File: src/rtl/xsat_pkg.sv
package xsat_pkg;
   // Operation select encoding
   typedef enum logic {
      XS_ADD_SUB = 1'b0,   // upper lane adds, lower lane subtracts
      XS_SUB_ADD = 1'b1    // upper lane subtracts, lower lane adds
   } xs_op_e;

   localparam int unsigned XS_LANES = 2;
endpackage

File: src/rtl/xsat_lane.sv
module xsat_lane #(
   parameter int unsigned LANE_W = 16
) (
   input  logic [LANE_W-1:0] lhs,
   input  logic [LANE_W-1:0] rhs,
   input  logic              do_sub,
   output logic [LANE_W-1:0] lane_out
);
   localparam int unsigned WIDE_W = LANE_W + 1;

   logic [WIDE_W-1:0] lhs_x, rhs_x, acc;
   logic              wrapped;

   always_comb begin
      lhs_x   = {lhs[LANE_W-1], lhs};
      rhs_x   = {rhs[LANE_W-1], rhs};
      acc     = do_sub ? (lhs_x - rhs_x) : (lhs_x + rhs_x);
      // The two top bits disagree exactly when the value leaves the lane range
      wrapped = acc[WIDE_W-1] ^ acc[WIDE_W-2];
      if (wrapped)
         lane_out = {acc[WIDE_W-1], {(LANE_W-1){~acc[WIDE_W-1]}}};
      else
         lane_out = acc[LANE_W-1:0];
   end
endmodule

File: src/rtl/xsat_stage.sv
module xsat_stage #(
   parameter int unsigned DATA_W = 32
) (
   input  logic              clk,
   input  logic              rst,
   input  logic              load,
   input  logic [DATA_W-1:0] din,
   output logic              vld_q,
   output logic [DATA_W-1:0] dout_q
);
   always_ff @(posedge clk) begin
      if (rst) begin
         vld_q  <= 1'b0;
         dout_q <= '0;
      end else begin
         vld_q <= load;
         if (load) dout_q <= din;
      end
   end
endmodule

File: src/rtl/hw_cross_qaddsub.sv
module hw_cross_qaddsub
   import xsat_pkg::*;
#(
   parameter int unsigned LANE_W = 16,
   localparam int unsigned WORD_W = LANE_W * XS_LANES
) (
   input  logic              clk,
   input  logic              rst,
   input  logic              valid_in,
   input  logic              op_sel,
   input  logic [WORD_W-1:0] src_a,
   input  logic [WORD_W-1:0] src_b,
   output logic              valid_out,
   output logic [WORD_W-1:0] result
);
   if (LANE_W < 2) begin : g_bad_width
      $error("hw_cross_qaddsub: LANE_W must be at least 2");
   end

   xs_op_e             op_kind;
   logic [WORD_W-1:0]  next_word;

   assign op_kind = xs_op_e'(op_sel);

   // Lane g takes half g of src_a and the opposite half of src_b.
   // Lane 1 (upper) subtracts in XS_SUB_ADD; lane 0 (lower) subtracts in XS_ADD_SUB.
   for (genvar g = 0; g < XS_LANES; g++) begin : g_lane
      localparam int unsigned PARTNER = XS_LANES - 1 - g;
      logic sub_here;
      if (g == 0) begin : g_low
         assign sub_here = (op_kind == XS_ADD_SUB);
      end else begin : g_high
         assign sub_here = (op_kind == XS_SUB_ADD);
      end
      xsat_lane #(.LANE_W(LANE_W)) u_lane (
         .lhs      (src_a[g*LANE_W +: LANE_W]),
         .rhs      (src_b[PARTNER*LANE_W +: LANE_W]),
         .do_sub   (sub_here),
         .lane_out (next_word[g*LANE_W +: LANE_W])
      );
   end

   xsat_stage #(.DATA_W(WORD_W)) u_stage (
      .clk    (clk),
      .rst    (rst),
      .load   (valid_in),
      .din    (next_word),
      .vld_q  (valid_out),
      .dout_q (result)
   );
endmodule

File: config.mk
export PLATFORM = sky130hd
export DESIGN_NAME = hw_cross_qaddsub
export DESIGN_NICKNAME = d
export VERILOG_FILES = /design/src/rtl/xsat_pkg.sv /design/src/rtl/xsat_lane.sv /design/src/rtl/xsat_stage.sv /design/src/rtl/hw_cross_qaddsub.sv
export SDC_FILE = /design/constraint.sdc
export NUM_CORES = 1
export LEC_CHECK = 0
export BUFFER_PORTS_ARGS = -buffer_cell sky130_fd_sc_hd__buf_2
export CORE_ASPECT_RATIO = 0.75
export CORE_UTILIZATION = 49
export DETAILED_ROUTE_END_ITERATION = 10
export GPL_ROUTABILITY_DRIVEN = 1
export GPL_TIMING_DRIVEN = 0
export PLACE_DENSITY_LB_ADDON = 0.12
export SLEW_MARGIN = 10
export SYNTH_ARGS = -nofsm -noshare
export SYNTH_HDL_FRONTEND = slang
export SYNTH_SLANG_ARGS = --single-unit
File: constraint.sdc
create_clock -name clk -period 4.4 [get_ports clk]
set_input_delay 0.66 -clock clk [delete_from_list [all_inputs] [get_ports clk]]
set_output_delay 0.66 -clock clk [all_outputs]
set_load 0.02 [all_outputs]
==> impl_metrics.tcl, run 1 <==
set metrics [dict create \
    status "complete, no violations" \
    syn_area_sq_mm 0.00367 \
    row_count 26 \
    slew_headroom_pct 39.7 \
    syn_avg_cell_area_sq_um 7.90 \
    synth_commonest_cells "nor2_1 (61), a21oi_1 (34), ha_1 (34)" \
    yosysTopAreaCell "dfxtp_1" \
    grt_pass1_vias 3361 \
    cts_hold_buf 0 \
    slew_violations 0 \
    io_buffer_count 97 \
    antenna_found_initial 0 \
    dp_slack_ns -0.688 \
    n_antenna_cell 0 \
    rr_startpoint "u_stage.dout_q[8]" \
    synth_warnings 0 \
    synth_top_area_share_pct 18.0 \
    async_flop_share_pct 0 \
    grt_pass1_wl_um 15900 \
    drt_wl_total_um 9810 \
    io_pins 101 \
    tightest_slew_ns 0.881 \
    clk_path_buf_depth 2 \
    yosysSeqAreaShare_pct 18.0 \
    criticalPathCategory "in2reg" \
    via_count 3724 \
    dr.pass1.iters 5 \
    grt_max_degree 11 \
    drc_errors 0 \
    nets 673 \
    cts-buffers-inserted 5 \
    clock_latency_ns 0.29 \
    finalSetupViolations 0 \
    cts_tree "done" \
    hold_path_class "reg2reg" \
    clock_skew_ns 0 \
    hold_viol 0 \
    synth-edff-count 0 \
    min_path_cells 2 \
    hpwl_um 7920 \
    yosysUniqueCellTypes 51 \
    tns_ns 0 \
    cap_violations 0 \
    cellLeakagePower_nw 2.01 \
    clock-root-buffer "clkbuf_8" \
    clock_sinks 33 \
    ir_drop_v 0.000212 \
    ys_seq_elements 33 \
    critPathLaunch "src_b[16]" \
    cp-start-kind "primary input" \
    gr-total-overflow 0 \
    synth_flop_cell "dfxtp_1" \
    routed_via_density 5.57 \
    reg2reg_depth 2 \
    synthToLayoutAreaGrowth_pct 23.4 \
    drive_gt1_share_pct 26.3 \
    worst_ep_arrival_time_ns 4.39 \
    synthesis.nets 568 \
    dieWidth_um 102 \
    required_ns 4.61 \
    cp_max_fo 10 \
    fmax_mhz 239 \
    h-tree-depth 2 \
    die_area_sq_mm 0.00784 \
    drtIter0Drc 170 \
    drtAntennaViolNets 0 \
    reg2reg_to "u_stage.dout_q[8]" \
    initial_core_util_pct 52.2 \
    min_to "u_stage.dout_q[16]" \
    routabilityCongestion 0.874 \
    grt_usage_pct 25.2 \
    powerDensity_mw_per_mm2 340 \
    yosys-top-cells-area "dfxtp_1 (18%), ha_1 (12%), xor2_1 (6.5%)" \
    regToRegSetupSlack_ns 3.69 \
    synthCells 464 \
    path_clk_slew_ns 0.07 \
    core-area_sq_mm 0.00703 \
    finalCritPeriodShare_pct 95.0 \
    setup_ws_ns 0.221 \
    synth_most_common_cell "nor2_1" \
    wl_per_cell_um 14.7 \
    hp-start "u_stage.dout_q[16]" \
    crit_path_end_kind "flop" \
    die_h_um 76.9 \
    layout_min_cycle_time_ns 4.18 \
]
==> metal layers <==
metal	part of all wire, %	track usage [%]
met4	0.89	4.86
met3	6.0	3.01
met1	53	39.0
met5	0	0
met2	40	36.6
==> metrics by stage <==
step	instance area [sq um]	power, W	std cells	hold WS (ns)	utilization [%]
floorplan	3670	0.000991	464	0.537	-
global placement	4280	0.00119	659	0.456	60.9
detailed placement	4280	0.00121	659	0.459	60.9
CTS	4430	0.00151	667	0.468	63.1
global route	4520	0.00165	668	0.501	64.4
finish	4520	0.00154	668	0.472	64.4
==> worst max-delay path, stage by stage <==
cell,delay [ns]
buf_2,0.13
inv_1,0.07
ha_1,0.18
nor3b_2,0.25
nor3b_4,0.25
nor2_1,0.07
xnor2_1,0.13
ha_1,0.35
a21o_1,0.20
a21o_1,0.18
a21oi_1,0.20
o21ai_0,0.23
a221oi_1,0.39
xor2_1,0.23
clkbuf_2,0.24
maj3_1,0.40
a211oi_1,0.23
==> kinds of logic after synthesis <==
group / share of synthesized area, %
compound gates: 24.9
xor+xnor: 12.7
fa+ha+maj: 20.6
buf+inv: 5.32
flops: 18.0
mux: 1.95
simple gates: 16.5
==> registers in the layout, indices dropped and copies added, names as in the netlist <==
name / count
u_stage.dout_q: 32
u_stage.vld_q: 1
==> layout by cell type, fill, tap and decap left out, drive strengths merged, types with 3 or more instances in the layout <==
cell type / n
buf: 104
nor2: 61
ha: 34
a21oi: 34
dfxtp: 33
a211oi: 31
maj3: 28
xor2: 27
xnor2: 26
clkbuf: 25
inv: 22
nand2: 17
nor3: 17
o21ai: 17
a21o: 10
a31oi: 8
o21bai: 6
mux2i: 6
nand3: 6
nor4: 5
nand2b: 5
or3: 4
and3: 4
a2111oi: 4
o211ai: 3
o31ai: 3
nor3b: 3
==> worst max path at each step <==
| stage | end | slack, ns |
|---|---|---|
| finish | u_stage.dout_q[2] | 0.22 |
| global route | u_stage.dout_q[2] | -0.03 |
| CTS | u_stage.dout_q[30] | 0.004 |
| detailed placement | u_stage.dout_q[30] | -0.69 |
| global placement | u_stage.dout_q[27] | -0.60 |
| floorplan | u_stage.dout_q[22] | 0.08 |
==> what timing repair did <==
| action | in CTS | in global routing |
|---|---|---|
| pin swaps | 0 | 1 |
| buffers inserted | 0 | 3 |
| endpoints found under the setup margin | 26 | 31 |
| gates resized for setup | 9 | 21 |
| gates cloned | 0 | 0 |
==> power by group <==
group,internal (W),switching [W]
Sequential,0.000344,0.0000222
Clock,0.000185,0.000110
Combinational,0.000375,0.000504
Total,0.000903,0.000637
==> layout make-up <==
class / count / area, sq um
Inverter: 22 / 82.6
Buffer: 22 / 125
Clock inverter: 1 / 30.0
Sequential cell: 33 / 661
Tap cell: 98 / 123
Timing Repair Buffer: 100 / 508
Clock buffer: 7 / 86.3
Fill cell: 633 / 2500
Multi-Input combinational cell: 385 / 2910
Power figures use the tool's default switching activity.
==> inputs of run 2 (changes only) <==
--- a/config.mk
+++ b/config.mk
@@ -10,7 +10,6 @@
 export CORE_UTILIZATION = 49
 export DETAILED_ROUTE_END_ITERATION = 10
 export GPL_ROUTABILITY_DRIVEN = 1
-export GPL_TIMING_DRIVEN = 0
 export PLACE_DENSITY_LB_ADDON = 0.12
 export SLEW_MARGIN = 10
 export SYNTH_ARGS = -nofsm -noshare
==> run 2 against run 1 <==
Compared with the run above: via count shrank 0.27%; non-clock buffer count shrank 2; first-iteration DRC count shrank 21%; hold slack gained 0.012 ns; register-to-register slack lost 0.02 ns; sequential power is essentially flat; worst setup slack lost 0.0020 ns; critical endpoint is now u_stage.dout_q[21].
==> impl_metrics.tcl, run 2 (synthesized netlist as in run 1, its figures left out) <==
set metrics [dict create \
    powerDensity_mw_per_mm2 345 \
    die_h_um 76.9 \
    rr_startpoint "u_stage.dout_q[6]" \
    cp-start-kind "primary input" \
    finalCritPeriodShare_pct 95.0 \
    largest_reg_flops 32 \
    finalSetupViolations 0 \
    ir_drop_v 0.000230 \
    fin_area_sq_mm 0.00448 \
    seq_power_share_pct 23.7 \
    cp_max_fo 14 \
    io_buffer_count 100 \
    crit_path_end_kind "flop" \
    criticalPathCategory "in2reg" \
    critPathLaunch "src_b[0]" \
    final_cell_mix "buf_2 (100), nor2_1 (61), a21oi_1 (34), ha_1 (34), dfxtp_1 (33)" \
    critPathMaxStageDelay_ns 0.45 \
    drtAntennaViolNets 0 \
    cts_hold_buf 0 \
    hold_viol 0 \
    nets 671 \
    tightest_slew_ns 1.06 \
    routed_via_density 5.58 \
    grt_max_degree 62 \
    top_regs "u_stage.dout_q (32), u_stage.vld_q (1)" \
    p_sw_w 0.000627 \
    n_antenna_cell 0 \
    layout_min_cycle_time_ns 4.18 \
    intPower_w 0.000919 \
    crit_top_cell "ha_1" \
    core-area_sq_mm 0.00703 \
    rsz0062_at_grt "false" \
    grt_pass1_wl_um 14900 \
    cts_tree "done" \
    slew_headroom_pct 29.7 \
    path_clk_slew_ns 0.06 \
    cpMaxStageDelayCell "or2_2" \
    cts_resized 0 \
    grt_usage_pct 23.5 \
    row_count 26 \
    cts_post_setup_buffers_inserted 0 \
    die_area_sq_mm 0.00784 \
    clock_sinks 33 \
    hold_path_class "reg2reg" \
    hpwl_um 7570 \
    drtIter0Drc 135 \
    largest_register "u_stage.dout_q" \
    drc_errors 0 \
    setup.worst_path.end "u_stage.dout_q[21]" \
    required_ns 4.60 \
    cellLeakagePower_nw 2.01 \
    fmax_mhz 239 \
    dieWidth_um 102 \
    placed_area_sq_mm 0.00435 \
    combPwrFrac_pct 57.6 \
    cap_violations 0 \
    crit_chain "buf_2 -> inv_1 -> ha_1 -> nor3b_2 -> nor2_1 -> xnor2_1 -> ha_1 -> a211o_1 -> a311o_1 -> a2111oi_2 -> o311ai_1 -> o21a_1 -> or2_2 -> maj3_1 -> a211oi_1" \
    h-tree-depth 2 \
    grt_pass1_vias 3093 \
    slew_violations 0 \
    wl_per_cell_um 14.1 \
    swShare_pct 40.5 \
    via_count 3714 \
    dr.pass1.iters 5 \
    status "complete, no violations" \
    reg2reg_to "u_stage.dout_q[6]" \
    reg2reg_depth 2 \
    worst_ep_arrival_time_ns 4.38 \
    initial_core_util_pct 52.2 \
    p_clk_share_pct 18.7 \
    clock_skew_ns 0 \
    regToRegSetupSlack_ns 3.67 \
    routabilityCongestion 0.848 \
    gr-total-overflow 0 \
    mostFrequentLayoutCell "buf_2" \
    clock_latency_ns 0.28 \
    clk_path_buf_depth 2 \
    synthToLayoutAreaGrowth_pct 22.2 \
    drive_gt1_share_pct 26.8 \
    tns_ns 0 \
    clock-root-buffer "clkbuf_8" \
    antenna_found_initial 0 \
    io_pins 101 \
    fin_util_pct 63.7 \
    cts-buffers-inserted 5 \
    drt_wl_total_um 9380 \
]
## run 2: cell types whose count changed in the layout (fill, tap and decap cells not counted), sizes merged
cell / delta
clkbuf: -18
buf: +16
## run 2: worst min path at each step
stage / start / slack, ns / depth (start not counted) / to
floorplan: u_stage.dout_q[16] / 0.54 / 2 / u_stage.dout_q[16]
CTS: u_stage.dout_q[18] / 0.49 / 2 / u_stage.dout_q[18]
global placement: u_stage.dout_q[0] / 0.47 / 2 / u_stage.dout_q[0]
global route: u_stage.dout_q[3] / 0.50 / 2 / u_stage.dout_q[3]
finish: u_stage.dout_q[18] / 0.48 / 2 / u_stage.dout_q[18]
detailed placement: u_stage.dout_q[18] / 0.48 / 2 / u_stage.dout_q[18]
## run 2: metrics by stage
step	total power [W]	cells	setup slack, ns	hold WS [ns]
floorplan	0.000991	464	0.0848	0.537
global placement	0.00122	658	-0.162	0.472
CTS	0.00154	666	0.0929	0.487
finish	0.00155	666	0.219	0.484
global route	0.00165	666	0.0233	0.505
detailed placement	0.00124	658	-0.167	0.478
## run 2: area by class of cell
cell class	instances	area, sq um
clock buffer	7	86.3
clock inverter	1	30.0
fill	640	2550
inverter	22	82.6
multi-input combinational	385	2830
sequential	33	661
tap	98	123
timing repair buffer	120	663
## run 2: per-layer routing
metal / part of all wire, % / routed length, um / GRT usage [%]
met5: 0 / 0 / 0
met4: 1.0 / 95 / 4.86
met3: 5.5 / 511 / 2.28
met2: 37 / 3430 / 29.7
met1: 57 / 5340 / 40.4
## run 2: power groups by stage
stage / combinational, W / clock, W / sequential [W]
detailed placement: 0.000869 / 0 / 0.000373
CTS: 0.000875 / 0.000297 / 0.000367
global route: 0.000968 / 0.000312 / 0.000372
floorplan: 0.000566 / 0 / 0.000426
global placement: 0.000850 / 0 / 0.000372
finish: 0.000890 / 0.000289 / 0.000367
## run 2: critical path, delay by kind of cell
| family | cells | cell delay [ns] |
|---|---|---|
| xor+xnor | 1 | 0.22 |
| fa+ha+maj | 3 | 0.84 |
| buf+inv | 2 | 0.17 |
| simple gates | 3 | 0.75 |
| compound gates | 6 | 1.72 |
